## config.mk

```make
export PLATFORM = sky130hd
export DESIGN_NAME = quad_pulse_counter
export DESIGN_NICKNAME = d
export VERILOG_FILES = /design/src/rtl/qpc_pkg.sv /design/src/rtl/qpc_decoder.sv /design/src/rtl/qpc_counter.sv /design/src/rtl/qpc_flags.sv /design/src/rtl/quad_pulse_counter.sv
export SDC_FILE = /design/constraint.sdc
export NUM_CORES = 1
export LEC_CHECK = 0
export BUFFER_PORTS_ARGS = -buffer_cell sky130_fd_sc_hd__buf_2
export CORE_MARGIN = 2
export CORE_UTILIZATION = 47
export CTS_CLUSTER_SIZE = 20
export DETAILED_ROUTE_END_ITERATION = 6
export PLACE_DENSITY = 0.81
export SYNTH_ARGS = -nofsm -noshare
export SYNTH_HDL_FRONTEND = slang
export SYNTH_SLANG_ARGS = --single-unit
```

## constraint.sdc

```tcl
create_clock -name clk -period 2.3 [get_ports clk]
set_input_delay 0.23 -clock clk [delete_from_list [all_inputs] [get_ports clk]]
set_output_delay 0.23 -clock clk [all_outputs]
set_load 0.05 [all_outputs]
```

## src/rtl/qpc_pkg.sv

```systemverilog
package qpc_pkg;
  localparam int unsigned NFLAG = 3;
  localparam int unsigned FL_CNT = 0;
  localparam int unsigned FL_DIR = 1;
  localparam int unsigned FL_CAP = 2;

  typedef enum logic [1:0] {
    QM_FREE_X4 = 2'd0,
    QM_FREE_X2 = 2'd1,
    QM_CMP_X4  = 2'd2,
    QM_CMP_X2  = 2'd3
  } qpc_mode_e;

  typedef struct packed {
    logic step;
    logic up;
  } qpc_step_t;
endpackage

```

## src/rtl/qpc_decoder.sv

```systemverilog
module qpc_decoder
  import qpc_pkg::*;
(
  input  logic      clk,
  input  logic      rst_n,
  input  logic      ph_a,
  input  logic      ph_b,
  input  logic      x2_sel,
  output qpc_step_t stp
);
  logic prev_a, prev_b;
  logic chg_a, chg_b;

  always_ff @(posedge clk) begin
    if (!rst_n) begin
      prev_a <= 1'b0;
      prev_b <= 1'b0;
    end else begin
      prev_a <= ph_a;
      prev_b <= ph_b;
    end
  end

  always_comb begin
    chg_a    = ph_a ^ prev_a;
    chg_b    = ph_b ^ prev_b;
    // a lone A edge counts up when the phases now differ; a lone B edge when they agree
    stp.up   = chg_a ? (ph_a ^ ph_b) : ~(ph_a ^ ph_b);
    stp.step = x2_sel ? (chg_a & ~chg_b) : (chg_a ^ chg_b);
  end
endmodule

```

## src/rtl/qpc_counter.sv

```systemverilog
module qpc_counter #(
  parameter int unsigned CW = 16
) (
  input  logic          clk,
  input  logic          rst_n,
  input  logic          step,
  input  logic          up,
  input  logic          cmp_en,
  input  logic [CW-1:0] limit,
  input  logic          wr,
  input  logic [CW-1:0] wdata,
  output logic [CW-1:0] count,
  output logic [CW-1:0] count_nxt,
  output logic          wrap
);
  localparam logic [CW-1:0] ALL1 = '1;

  always_comb begin
    count_nxt = count;
    wrap      = 1'b0;
    if (wr) begin
      count_nxt = wdata;
    end else if (step) begin
      if (up) begin
        if (cmp_en && count == limit) begin
          count_nxt = '0;
          wrap      = 1'b1;
        end else begin
          count_nxt = count + 1'b1;
          wrap      = !cmp_en && count == ALL1;
        end
      end else begin
        wrap = (count == '0);
        if (cmp_en && count == '0) count_nxt = limit;
        else                       count_nxt = count - 1'b1;
      end
    end
  end

  always_ff @(posedge clk) begin
    if (!rst_n) count <= '0;
    else        count <= count_nxt;
  end
endmodule

```

## src/rtl/qpc_flags.sv

```systemverilog
module qpc_flags #(
  parameter int unsigned NF = 3
) (
  input  logic          clk,
  input  logic          rst_n,
  input  logic [NF-1:0] set,
  input  logic [NF-1:0] clr,
  output logic [NF-1:0] flags
);
  for (genvar i = 0; i < NF; i++) begin : g_flag
    always_ff @(posedge clk) begin
      if (!rst_n)      flags[i] <= 1'b0;
      else if (set[i]) flags[i] <= 1'b1;
      else if (clr[i]) flags[i] <= 1'b0;
    end
  end
endmodule

```

## src/rtl/quad_pulse_counter.sv

```systemverilog
module quad_pulse_counter
  import qpc_pkg::*;
#(
  parameter int unsigned CW = 16
) (
  input  logic          clk,
  input  logic          rst_n,
  input  logic          ph_a,
  input  logic          ph_b,
  input  logic          cap_in,
  input  logic          mode_we,
  input  logic [1:0]    mode_wd,
  input  logic          lim_we,
  input  logic [CW-1:0] lim_wd,
  input  logic          cnt_we,
  input  logic [CW-1:0] cnt_wd,
  input  logic          latch_req,
  input  logic [2:0]    flag_clr,
  output logic [1:0]    mode_q,
  output logic [CW-1:0] lim_q,
  output logic [CW-1:0] cnt_q,
  output logic [CW-1:0] cnt_hold,
  output logic          dir_up,
  output logic          flag_cnt,
  output logic          flag_dir,
  output logic          flag_cap
);
  qpc_mode_e      mode_r;
  qpc_step_t      dec_stp;
  logic           dec_step, dec_up, step_taken;
  logic [CW-1:0]  cnt_next;
  logic           cnt_wrap;
  logic           cap_prev;
  logic [NFLAG-1:0] fl_set, fl_q;

  assign dec_step   = dec_stp.step;
  assign dec_up     = dec_stp.up;
  assign step_taken = dec_step & ~cnt_we;

  qpc_decoder u_dec (
    .clk(clk), .rst_n(rst_n), .ph_a(ph_a), .ph_b(ph_b),
    .x2_sel(mode_r[0]), .stp(dec_stp)
  );

  qpc_counter #(.CW(CW)) u_cnt (
    .clk(clk), .rst_n(rst_n), .step(dec_step), .up(dec_up),
    .cmp_en(mode_r[1]), .limit(lim_q), .wr(cnt_we), .wdata(cnt_wd),
    .count(cnt_q), .count_nxt(cnt_next), .wrap(cnt_wrap)
  );

  always_comb begin
    fl_set         = '0;
    fl_set[FL_CNT] = cnt_wrap;
    fl_set[FL_DIR] = step_taken & (dec_up != dir_up);
    fl_set[FL_CAP] = cap_in & ~cap_prev;
  end

  qpc_flags #(.NF(NFLAG)) u_flg (
    .clk(clk), .rst_n(rst_n), .set(fl_set), .clr(flag_clr), .flags(fl_q)
  );

  always_ff @(posedge clk) begin
    if (!rst_n) begin
      mode_r   <= QM_FREE_X4;
      lim_q    <= '1;
      cnt_hold <= '0;
      dir_up   <= 1'b1;
      cap_prev <= 1'b0;
    end else begin
      if (mode_we)               mode_r   <= qpc_mode_e'(mode_wd);
      if (lim_we)                lim_q    <= lim_wd;
      if (cnt_wrap || latch_req) cnt_hold <= cnt_next;
      if (step_taken)            dir_up   <= dec_up;
      cap_prev <= cap_in;
    end
  end

  assign mode_q   = mode_r;
  assign flag_cnt = fl_q[FL_CNT];
  assign flag_dir = fl_q[FL_DIR];
  assign flag_cap = fl_q[FL_CAP];
endmodule

```

## Word-level counts from Yosys, hierarchy flattened

Index checks and enable logic that the tools add are counted.
W data, S select, Z words.

| storage, ports and cells | value |
|---|---|
| logic and storage cells | 54 |
| ROM bits | 0 |
| memories kept | 0 |
| register bits after elaboration | 57 |
| latch bits | 0 |
| output and inout bits | 54 |
| input port bits | 46 |
| memory bits (writable) | 0 |

| cells by class | value |
|---|---|
| divide/modulo/power cells | 0 |
| muxes and demuxes | 17 |
| shift operators | 0 |
| $mul | 0 |
| $add $sub $neg | 2 |
| equal/unequal tests | 3 |
| reduce and logical (&&, ||, !) cells | 9 |
| magnitude comparators | 0 |
| bitwise logic cells | 12 |

Operators with widths:

| cell | number |
|---|---|
| $mux W16 | 5 |
| $add A16 B1 Y16 const B | 1 |
| $eq A16 B16 Y1 | 1 |
| $eq A16 B16 Y1 const B | 1 |
| $logic_not A16 Y1 | 1 |
| $sub A16 B1 Y16 const B | 1 |
| $mux W1 | 12 |
| $reduce_bool A2 Y1 | 3 |
| $and A1 B1 Y1 | 4 |
| $not A1 Y1 | 4 |
| $xor A1 B1 Y1 | 4 |
| $logic_and A1 B1 Y1 | 3 |
| $logic_not A1 Y1 | 1 |
| $logic_or A1 B1 Y1 | 1 |
| $ne A1 B1 Y1 | 1 |

## Longest topological paths before layout

Gate-level depths: netlist of run 1.

| depth | value |
|---|---|
| word-level depth | 7 |
| depth in mapped cells | 12 |
| gate-level depth less buffers | 9 |

## Hierarchy

From an unflattened synthesis of run 1, not the netlist that was laid out.

| unflattened totals | value |
|---|---|
| cell total of the unflattened synthesis | 468 |
| area total of the unflattened synthesis | 3724.8 um2 |

By module, submodules not included:

| module | cells an instance | area an instance (um2) | times used |
|---|---|---|---|
| qpc_counter | 306 | 2087.0 | 1 |
| quad_pulse_counter | 143 | 1412.6 | 1 |
| qpc_flags | 9 | 123.9 | 1 |
| qpc_decoder | 10 | 101.3 | 1 |

## Least setup slack after synthesis of run 1

No wires, ideal clock.

| path | value |
|---|---|
| kind | flip-flop to flip-flop |
| start | reg u_cnt.count[10] |
| end | reg cnt_hold[10] |
| required time | 2.179 ns |
| arrival | 2.420 ns |
| path buffers | 3 |
| setup slack | -0.242 ns |
| cell stages (with the launch flop) | 11 |
| cells stage by stage | dfxtp_1 buf_2 xor2_1 nor4_1 nand3_1 o311ai_2 nor2_2 buf_4 buf_6 nand3_1 o31ai_2 |

| on the way | value |
|---|---|
| cells in the longest elaborated chain, start to end | 7 |
| elaborated cells on any way between the ends | 18 |
| those cells by class | add/sub: 2; eq/ne: 2; mux: 9; reduce/logical: 5 |

Ends and longest elaborated chain:

| item | RTL line | text |
|---|---|---|
| from (decl) | qpc_counter.sv:12 | `output logic [CW-1:0] count,` |
| from (signal assigned) | qpc_counter.sv:42 | `else count <= count_nxt;` |
| branches (longest 7 deep; another with $sub A16 B1 Y16) | n/a |  |
| to (signal assigned) | quad_pulse_counter.sv:72 | `if (cnt_wrap \|\| latch_req) cnt_hold <= cnt_next;` |
| to (decl) | quad_pulse_counter.sv:22 | `output logic [CW-1:0] cnt_hold,` |

Several ways; the timed one is not identified.
A chain may end at the register's enable or synchronous reset.

## Final worst setup path of run 1

| path | value |
|---|---|
| start | reg u_dec.prev_a |
| end | reg cnt_hold[6] |

| on the way | value |
|---|---|
| cells in the longest elaborated chain, start to end | 6 |
| elaborated cells on any way between the ends | 12 |
| those cells by class | mux: 8; bitwise: 3; reduce/logical: 1 |

Ends and longest elaborated chain:

| item | RTL line | text |
|---|---|---|
| from (decl) | qpc_decoder.sv:11 | `logic prev_a, prev_b;` |
| from (signal assigned) | qpc_decoder.sv:19 | `prev_a <= ph_a;` |
| $xor A1 B1 Y1 (*) | qpc_decoder.sv:25 | `chg_a = ph_a ^ prev_a;` |
| $mux W1, or another cell as far along | qpc_decoder.sv:28 | `stp.up = chg_a ? (ph_a ^ ph_b) : ~(ph_a ^ ph_b);` |
| $mux W1 (on tied branches) | qpc_counter.sv:24, qpc_decoder.sv:29 |  |
| $mux W1 | qpc_counter.sv:23 | `end else if (step) begin` |
| $mux W1 | qpc_counter.sv:21 | `if (wr) begin` |
| $logic_or A1 B1 Y1 | quad_pulse_counter.sv:72 |  |

Every way passes the cells marked *; elsewhere a longest branch is shown, timed or not.

==> impl_metrics.csv, run 1 <==
group,metric,value,unit
run_status,status,"complete, but fails checks",
run_status,violations,"setup timing",
drt,drc_errors,0,
logic_synthesis,synth_ff_type,"dfxtp_1",
grt,grt_pass1_vias,3741,
grt,grt_max_degree,37,
logic_synthesis,yosys_warnings,0,
finish,register_area,1150,um2
worst_setup_path,critPathLaunchType,"flip-flop",
placed_design,dp_hpwl,9170,um
sta,rsz0062_at_grt,"true",
sta,fin_ws,-0.102,ns
sta,tightestPinTransition,0.598,ns
placed_design,gp_congestion,0.923,
worst_setup_path,critical_path_class,"flip-flop to flip-flop",
logic_synthesis,synth.top_cells.by_area,"dfxtp_1, mux2i_1, xor2_1",
logic_synthesis,yosys_register_bits,57,
sta,maxSlewHeadroom,59.8,%
die,dieArea,8160,um2
clock_tree,cts_tree,"built",
min_path,min_path_type,"input port to flip-flop",
power_and_ir_drop,p_leak,2.24,nW
logic_synthesis,synth.distinct_cells,58,
finish,area_delta_synth_final,43.7,%
drt,dr.pass1.iters,5,
logic_synthesis,syn_area,3500,um2
finish,nFillCells,591,
clock_tree,clock_sinks,57,
die,placementRows,31,
logic_synthesis,netlist_instances,419,
worst_setup_path,arrival,2.66,ns
worst_setup_path,crit_path_end_kind,"flip-flop",
clock_tree,cts_max_level,3,
sta,finalCriticalPeriod,2.40,ns
grt,grt-ovfl-total,0,
logic_synthesis,yosysTopAreaCellShare,32.6,%
worst_setup_path,crit_required,2.56,ns
drt,via_count,3968,
drt,antenna_left,0,
sta,setup_viol,15,
die,io_pins,100,
finish,multi_input_area,2350,um2
clock_tree,cts-hold-fix-buffers,0,
flow_run,maxCapViolations,0,
sta,fmax,416,MHz
logic_synthesis,yosys.area.top_type,"dfxtp_1",
drt,drt_iter0_drc,287,
logic_synthesis,synthArstFlopShare,0,%
sta,period_share,104,%
power_and_ir_drop,p_per_area,685,nW/um2
die,die_width,90.3,um
placed_design,io_buffers,99,
clock_tree,cts_buffers,9,
clock_tree,clk_pin_slew,0.06,ns
worst_setup_path,crit_fanout,7,
finish,drive_gt1_share,44.4,%
logic_synthesis,ys_seq_area_share,32.6,%
sta,finalMaxSlewViolations,0,
finish,n_antenna_cell,0,
grt,grt_pass1_wl,19400,um
logic_synthesis,syn_area_per_cell,8.36,um2
grt,grtUsageTotal,30.1,%
logic_synthesis,synth_edf_count,0,
finish,final_area,5030,um2
drt,viasPerCell,5.85,
sta,finClkSkew,0.00554,ns
sta,final.setup.tns,-0.743,ns
sta,finalHoldViolations,0,
drt,wl,12700,um
die,die_y,90.3,um
placed_design,post_dp_cell_area,4600,um2
drt,wl_per_cell,18.8,um
die,initial_core_util,48.3,%
finish,final_nets,625,
power_and_ir_drop,peakVddDrop,431,uV
clock_tree,cts.path.max_buffers,2,
grt,antenna_found_initial,0,
logic_synthesis,synth_fp_nets,469,
clock_tree,clock_latency,0.35,ns
die,core,7250,um2
clock_tree,cts-root-buf,"clkbuf_8",
==> worst paths after layout <==
path | slack (ns) | endpoint | cells past startpoint | startpoint
min reg2reg | 0.47 | cnt_hold[9] | 2 | cnt_hold[9]
max reg2reg | -0.10 | cnt_hold[6] | 9 | u_dec.prev_a
max | -0.10 | cnt_hold[6] | 9 | u_dec.prev_a
min | 0.1 | lim_q[12] | 3 | lim_wd[12]
==> registers in the layout (all words and copies together) (netlist names) <==
signal / cells
lim_q: 16
u_dec.prev_b: 1
mode_q: 2
dir_up: 1
u_cnt.count: 16
cap_prev: 1
cnt_hold: 16
u_flg.flags: 3
u_dec.prev_a: 1
==> cells in the final DEF, fill, tap and decap left out, types with 6 or more instances in the layout <==
master    count
buf_4        76
dfxtp_1      49
a21oi_1       7
nand2_1      35
o21ai_0      19
clkbuf_8     12
mux2i_1      21
nand3_2      10
and3_1        6
inv_1        11
or3_1         6
nand3_1      15
nand4_1       7
a211oi_1      9
and2_1        6
xnor2_1      19
o31ai_2       6
dfxtp_2       8
nor3_1        7
xor2_1       22
buf_2        99
nor2_1       31
o211ai_1      6
==> Yosys cell counts (3+ instances only) <==
library cell and n:
buf_6 6, nand4_1 7, o31ai_1 10, nor2_1 32
nand3_1 25, a211oi_1 15, o41ai_1 3, nor3_1 9
or3_1 7, dfxtp_1 57, o211ai_1 6, nand2_1 36
clkbuf_1 17, and2_1 6, xor2_1 22, inv_1 11
mux2i_1 21, buf_2 8, o21ai_0 21, buf_4 3
nor2b_1 7, xnor2_1 19, nor4_1 6, or4_1 4
ha_1 4, a21oi_1 7, and3_1 6, o21a_1 5
==> where the power goes <==
part / internal, W / total, W / switching, W / leakage [nW]
sequential: 0.00108 / 0.00118 / 0.000101 / 0.475
combinational: 0.000531 / 0.00139 / 0.000861 / 1.67
clock: 0.000467 / 0.000880 / 0.000413 / 0.0980
==> cell type report <==
| class | count | area share (%) |
|---|---|---|
| multi-input cells | 315 | 46.7 |
| clock buffers | 12 | 3.28 |
| well taps | 99 | 2.46 |
| repair buffers | 181 | 23.6 |
| clock inverters | 3 | 0.298 |
| inverters | 11 | 0.820 |
| flip-flops and latches | 57 | 22.9 |
==> cell families after synthesis <==
group,Yosys count,synth area share [%]
AOI/OAI and AO/OA,90,18.3
xor gates and xnor gates,41,10.2
adders and majority gates,4,1.43
muxes,21,6.00
DFF,57,32.6
buffers and inverters,47,6.93
and+or+nand+nor,159,24.5
==> stage by stage <==
step | power [W] | worst slack (ns) | cells | utilization (%) | hold slack [ns]
3_3_place_gp | 0.00245 | -0.0449 | 660 | 63.4 | 0.444
6_report | 0.00345 | -0.102 | 678 | 69.4 | 0.0963
4_1_cts | 0.00336 | -0.0507 | 675 | 66.5 | 0.0933
3_5_place_dp | 0.00247 | -0.0978 | 660 | 63.4 | 0.450
5_1_grt | 0.00360 | -0.178 | 678 | 69.4 | 0.0946
2_1_floorplan | 0.00201 | -0.171 | 419 | - | 0.352
==> metal layers <==
layer	vias up	track usage (%)	wire length, um
met2	215	49.9	6160
li1	1815	-	-
met5	-	0	0
met1	1904	37.5	5190
met4	0	13.2	424
met3	34	6.59	948
==> worst max-delay path, stage by stage (launching register included) <==
cell       delay (ns)
dfxtp_2          0.32
xor2_1           0.16
ha_1             0.29
nor2b_4          0.13
or3_4            0.34
or4_4            0.44
o311ai_4         0.10
nor2_4           0.11
clkbuf_16        0.19
o31ai_2          0.24
==> what timing repair did <==
action | CTS | global route
gates resized for setup | 8 | 33
setup buffers | 0 | 1
pin swaps | 0 | 6
endpoints found under the setup margin | 13 | 27
gates cloned | 0 | 2
Note: power is estimated with default switching activity, not from simulation.
==> inputs of run 2 (changes only) <==
Settings changed: REMOVE_ABC_BUFFERS set to 1.
==> impl_metrics.csv, run 2 (same netlist as run 1, synthesis figures left out) <==
group,metric,value,unit
worst_setup_path,cp_cell_sequence,"xor2_1, ha_1, nor2b_4, or3_4, or4_4, o311ai_4, nor2_4, buf_12, o31ai_2",
worst_setup_path,crit_required,2.56,ns
worst_setup_path,arrival,2.66,ns
sta,setup_viol,15,
placed_design,dp_hpwl,8610,um
min_path,min_from,"lim_wd[4]",
sta,fin_ws,-0.0947,ns
clock_tree,clock_sinks,57,
finish,nFillCells,623,
power_and_ir_drop,power_switching,0.00130,W
worst_setup_path,critPathLaunchType,"flip-flop",
flow_run,maxCapViolations,0,
die,initial_core_util,48.3,%
sta,finClkSkew,0.00954,ns
finish,n_antenna_cell,0,
finish,area_delta_synth_final,40.1,%
clock_tree,cts-root-buf,"clkbuf_8",
worst_setup_path,ff2ff_path_depth,9,
clock_tree,cts.path.max_buffers,2,
placed_design,gp_congestion,0.998,
sta,rsz0062_at_grt,"true",
power_and_ir_drop,p_comb_share,36.3,%
finish,final_area,4910,um2
worst_setup_path,r2r_slack,-0.09,ns
clock_tree,cts-hold-fix-buffers,0,
drt,antenna_left,0,
min_path,min_to,"lim_q[4]",
clock_tree,cts_tree,"built",
finish,final_common_cell,"buf_2",
sta,maxSlewHeadroom,68.8,%
placed_design,post_dp_cell_area,4490,um2
sta,fmax,418,MHz
grt,grt_max_degree,33,
power_and_ir_drop,clock_power_share,30.5,%
drt,drc_errors,0,
drt,wl,11800,um
placed_design,io_buffers,99,
power_and_ir_drop,p_leak,2.20,nW
clock_tree,cts_buffers,9,
power_and_ir_drop,peakVddDrop,514,uV
finish,final_core_utilization,67.7,%
worst_setup_path,crit_path_max_incr_delay,0.43,ns
power_and_ir_drop,p_seq_share,33.3,%
finish,largest_registers,"cnt_hold (16), lim_q (16), u_cnt.count (16)",
placed_design,place_inst,650,
run_status,status,"complete, but fails checks",
worst_setup_path,worstReg2RegEnd,"cnt_hold[7]",
power_and_ir_drop,p_per_area,726,nW/um2
die,core,7250,um2
worst_setup_path,crit_fanout,8,
sta,finalCriticalPeriod,2.39,ns
drt,drt_iter0_drc,244,
grt,grt_pass1_wl,18300,um
min_path,min_path_type,"input port to flip-flop",
die,io_pins,100,
sta,period_share,104,%
min_path,holdPathStages,3,
sta,hold_slack,0.0937,ns
grt,grt_pass1_vias,3733,
drt,viasPerCell,5.77,
sta,finalHoldViolations,0,
power_and_ir_drop,finalPower,0.00356,W
grt,grt-ovfl-total,0,
sta,tightestPinTransition,0.469,ns
die,placementRows,31,
run_status,violations,"setup timing",
grt,antenna_found_initial,0,
finish,drive_gt1_share,40.0,%
finish,final_nets,616,
clock_tree,clock_latency,0.35,ns
worst_setup_path,critical_path_class,"flip-flop to flip-flop",
power_and_ir_drop,p_int,0.00227,W
die,dieArea,8160,um2
power_and_ir_drop,switching_share,36.4,%
worst_setup_path,crit_path_end_kind,"flip-flop",
worst_setup_path,crit_slowest_cell,"or4_4",
finish,fin_cells,669,
clock_tree,clk_pin_slew,0.07,ns
worst_setup_path,rr_startpoint,"u_dec.prev_a",
finish,final_cell_mix,"buf_2, buf_4, dfxtp_1, nand2_1, nor2_1",
clock_tree,cts_max_level,3,
drt,via_count,3857,
sta,finalMaxSlewViolations,0,
drt,dr.pass1.iters,5,
die,die_y,90.3,um
die,die_width,90.3,um
drt,wl_per_cell,17.6,um
grt,grtUsageTotal,28.2,%
[run 2: cell count changes in the layout (fill, tap and decap cells not counted), sizes merged]
cell,previous run,this run
clkinv,3,0
clkbuf,14,15
bufinv,0,2
buf,179,170
[run 2: worst max-delay path by stage]
stage | slack (ns) | cells past startpoint | startpoint | end
finish | -0.09 | 9 | u_dec.prev_a | cnt_hold[7]
floorplan | -0.33 | 9 | u_cnt.count[0] | cnt_hold[11]
CTS | -0.05 | 9 | u_dec.prev_a | cnt_hold[7]
global placement | -0.03 | 7 | u_cnt.count[11] | cnt_hold[6]
global route | -0.15 | 10 | u_dec.prev_a | cnt_hold[3]
detailed placement | -0.09 | 10 | ph_a | cnt_hold[7]
[run 2: metal layers]
layer	wire length, um	vias to the layer above	GRT usage (%)
li1	-	1802	-
met1	4750	1812	33.6
met2	5620	193	47.4
met3	875	50	7.85
met4	539	0	12.8
met5	0	-	0
[run 2: power by group through the flow]
stage	combinational, W	sequential [W]	clock (W)
2_1_floorplan	0.000429	0.00149	0
3_3_place_gp	0.00121	0.00120	0
3_5_place_dp	0.00122	0.00120	0
5_1_grt	0.00137	0.00119	0.00115
4_1_cts	0.00125	0.00118	0.00110
6_report	0.00129	0.00119	0.00108
[run 2: cell type report]
type                       count  area, um2  area share, %
clock buffer                  13        169           3.44
clock inverter                 2       60.1           1.22
inverter                      11       41.3          0.841
multi-input combinational    315       2230           45.4
sequential                    57       1150           23.5
tap                           99        124           2.52
timing repair buffer         172       1130           23.1
[run 2: worst max-delay path: cells and delay by family (launching register included)]
kind	cells	cell delay, ns
AO/OA/AOI/OAI	2	0.35
XOR/XNOR	1	0.15
adder cells (fa/ha/maj)	1	0.29
buffers and inverters	1	0.17
flip-flops	1	0.32
AND/OR/NAND/NOR	4	1.02
[run 2: timing repair]
item | 4_1_cts | 5_1_grt
pin swaps | 3 | 4
setup buffers | 2 | 1
cloned | 1 | 1
gates resized for setup | 13 | 23
setup endpoints to repair | 18 | 25
[run 2: per-stage QoR]
stage                     TNS, ns  worst slack (ns)
after detailed placement   -0.717           -0.0888
after global placement    -0.0283           -0.0274
final                      -0.991           -0.0947
after global routing        -2.19            -0.154
after floorplan             -5.73            -0.327
after CTS                  -0.440           -0.0490
==> inputs of run 3 (changes only) <==
Settings changed: CORE_ASPECT_RATIO set to 1.2.
==> impl_metrics.csv, run 3 (same netlist as run 1, synthesis figures left out) <==
group,metric,value,unit
placed_design,io_buffers,99,
clock_tree,cts-hold-fix-buffers,0,
power_and_ir_drop,p_per_area,685,nW/um2
power_and_ir_drop,peakVddDrop,468,uV
sta,rsz0062_at_grt,"true",
worst_setup_path,crit_required,2.54,ns
sta,tightestPinTransition,0.477,ns
clock_tree,cts.path.max_buffers,2,
clock_tree,cts_tree,"built",
drt,met3_wirelength,881,um
grt,grt_pass1_vias,3888,
die,core,7230,um2
sta,fin_ws,-0.0844,ns
power_and_ir_drop,finalPower,0.00337,W
die,die_y,98.6,um
clock_tree,cts-root-buf,"clkbuf_8",
die,placementRows,34,
finish,final_cell_mix,"buf_2, buf_4, dfxtp_1, nand2_1, nor2_1",
sta,period_share,104,%
grt,grtUsageTotal,30.2,%
drt,dr.pass1.iters,5,
worst_setup_path,r2r_slack,-0.08,ns
clock_tree,cts_max_level,3,
drt,wl,12800,um
clock_tree,clock_sinks,57,
finish,drive_gt1_share,42.0,%
flow_run,maxCapViolations,0,
finish,multi_input_area,2330,um2
finish,register_area,1150,um2
drt,wl_per_cell,19.3,um
placed_design,gp_congestion,1.02,
sta,setup_viol,12,
clock_tree,cts_buffers,9,
worst_setup_path,crit_path_end_kind,"flip-flop",
finish,n_antenna_cell,0,
drt,via_count,4013,
run_status,violations,"setup timing",
die,initial_core_util,48.4,%
placed_design,dp_hpwl,9270,um
min_path,min_from,"lim_wd[5]",
die,io_pins,100,
grt,grt-ovfl-total,0,
worst_setup_path,crit_start,"u_dec.prev_b",
power_and_ir_drop,p_leak,2.18,nW
finish,final_common_cell,"buf_2",
finish,final_area,4920,um2
worst_setup_path,crit_fanout,5,
sta,maxSlewHeadroom,67.8,%
clock_tree,clk_pin_slew,0.07,ns
sta,fmax,419,MHz
drt,antenna_left,0,
drt,viasPerCell,6.04,
min_path,holdPathStages,3,
worst_setup_path,ff2ff_path_depth,10,
sta,finalCriticalPeriod,2.38,ns
drt,drc_errors,0,
finish,nFillCells,618,
grt,grt_pass1_wl,19400,um
drt,drt_iter0_drc,453,
worst_setup_path,critical_path_class,"flip-flop to flip-flop",
worst_setup_path,arrival,2.62,ns
finish,final_core_utilization,68.0,%
drt,met1_length,4820,um
sta,hold_slack,0.0874,ns
grt,antenna_found_initial,0,
sta,finClkSkew,0.00500,ns
placed_design,post_dp_cell_area,4460,um2
finish,area_delta_synth_final,40.4,%
sta,finalMaxSlewViolations,0,
drt,met2WireLength,6440,um
worst_setup_path,critPathLaunchType,"flip-flop",
drt,routed.top_layer,"met4",
sta,finalHoldViolations,0,
grt,grt_max_degree,29,
die,die_width,82.8,um
min_path,min_path_type,"input port to flip-flop",
run_status,status,"complete, but fails checks",
finish,final_nets,619,
clock_tree,clock_latency,0.36,ns
finish,largest_registers,"cnt_hold (16), lim_q (16), u_cnt.count (16)",
worst_setup_path,rr_startpoint,"u_dec.prev_b",
die,dieArea,8160,um2
[run 3: cell count changes in the layout (fill, tap and decap cells not counted), moves of 3 or more]
cell	change
buf_4	+6
a211oi_1	-4
o31ai_2	-3
a211oi_2	+4
clkinv_2	+3
nand3_2	+7
nand3_1	-7
dfxtp_1	+6
dfxtp_2	-6
buf_12	-3
[run 3: worst max-delay path: stages, from the launching register on]
cell and delay, ns:
dfxtp_2 0.33, xnor2_2 0.13, ha_1 0.30, nor2b_4 0.13, or3_4 0.32, or4_4 0.43
o311ai_4 0.10, nor2_4 0.13, clkbuf_16 0.18, nand3_1 0.10, o211ai_2 0.10
[run 3: report_power, final]
| group | internal (W) | leakage (nW) | switching (W) |
|---|---|---|---|
| registers | 0.00107 | 0.473 | 0.0000996 |
| clock network | 0.000445 | 0.0932 | 0.000421 |
| logic | 0.000484 | 1.62 | 0.000847 |
| total | 0.00200 | 2.18 | 0.00137 |
[run 3: layer usage]
layer / vias up / GRT usage, %
met4: 0 / 17.8
li1: 1804 / -
met5: - / 0
met2: 234 / 52.4
met1: 1914 / 34.6
met3: 61 / 5.70
[run 3: final timing paths]
kind,end
setup reg to reg,cnt_hold[11]
hold / removal,lim_q[5]
setup / recovery,cnt_hold[11]
hold reg to reg,cnt_hold[5]
[run 3: stage by stage]
stage / std cells / TNS [ns] / worst slack [ns]
after floorplan: 383 / -5.73 / -0.327
after global placement: 644 / 0 / 0.00876
after detailed placement: 644 / -1.04 / -0.107
after CTS: 662 / -0.583 / -0.0666
after global routing: 664 / -1.18 / -0.108
final: 664 / -0.726 / -0.0844
[run 3: area by class of cell]
cell class | instances | area share (%)
timing repair buffer | 175 | 22.7
tap | 90 | 2.29
multi-input combinational | 315 | 47.3
inverter | 11 | 0.839
sequential | 57 | 23.3
clock buffer | 13 | 3.23
clock inverter | 3 | 0.305
[run 3: repair_timing]
action                                  in CTS  in global routing
setup buffers                                2                  1
pin swaps                                    1                 10
cloned                                       1                  1
endpoints found under the setup margin      16                 25
gates resized for setup                     16                 33
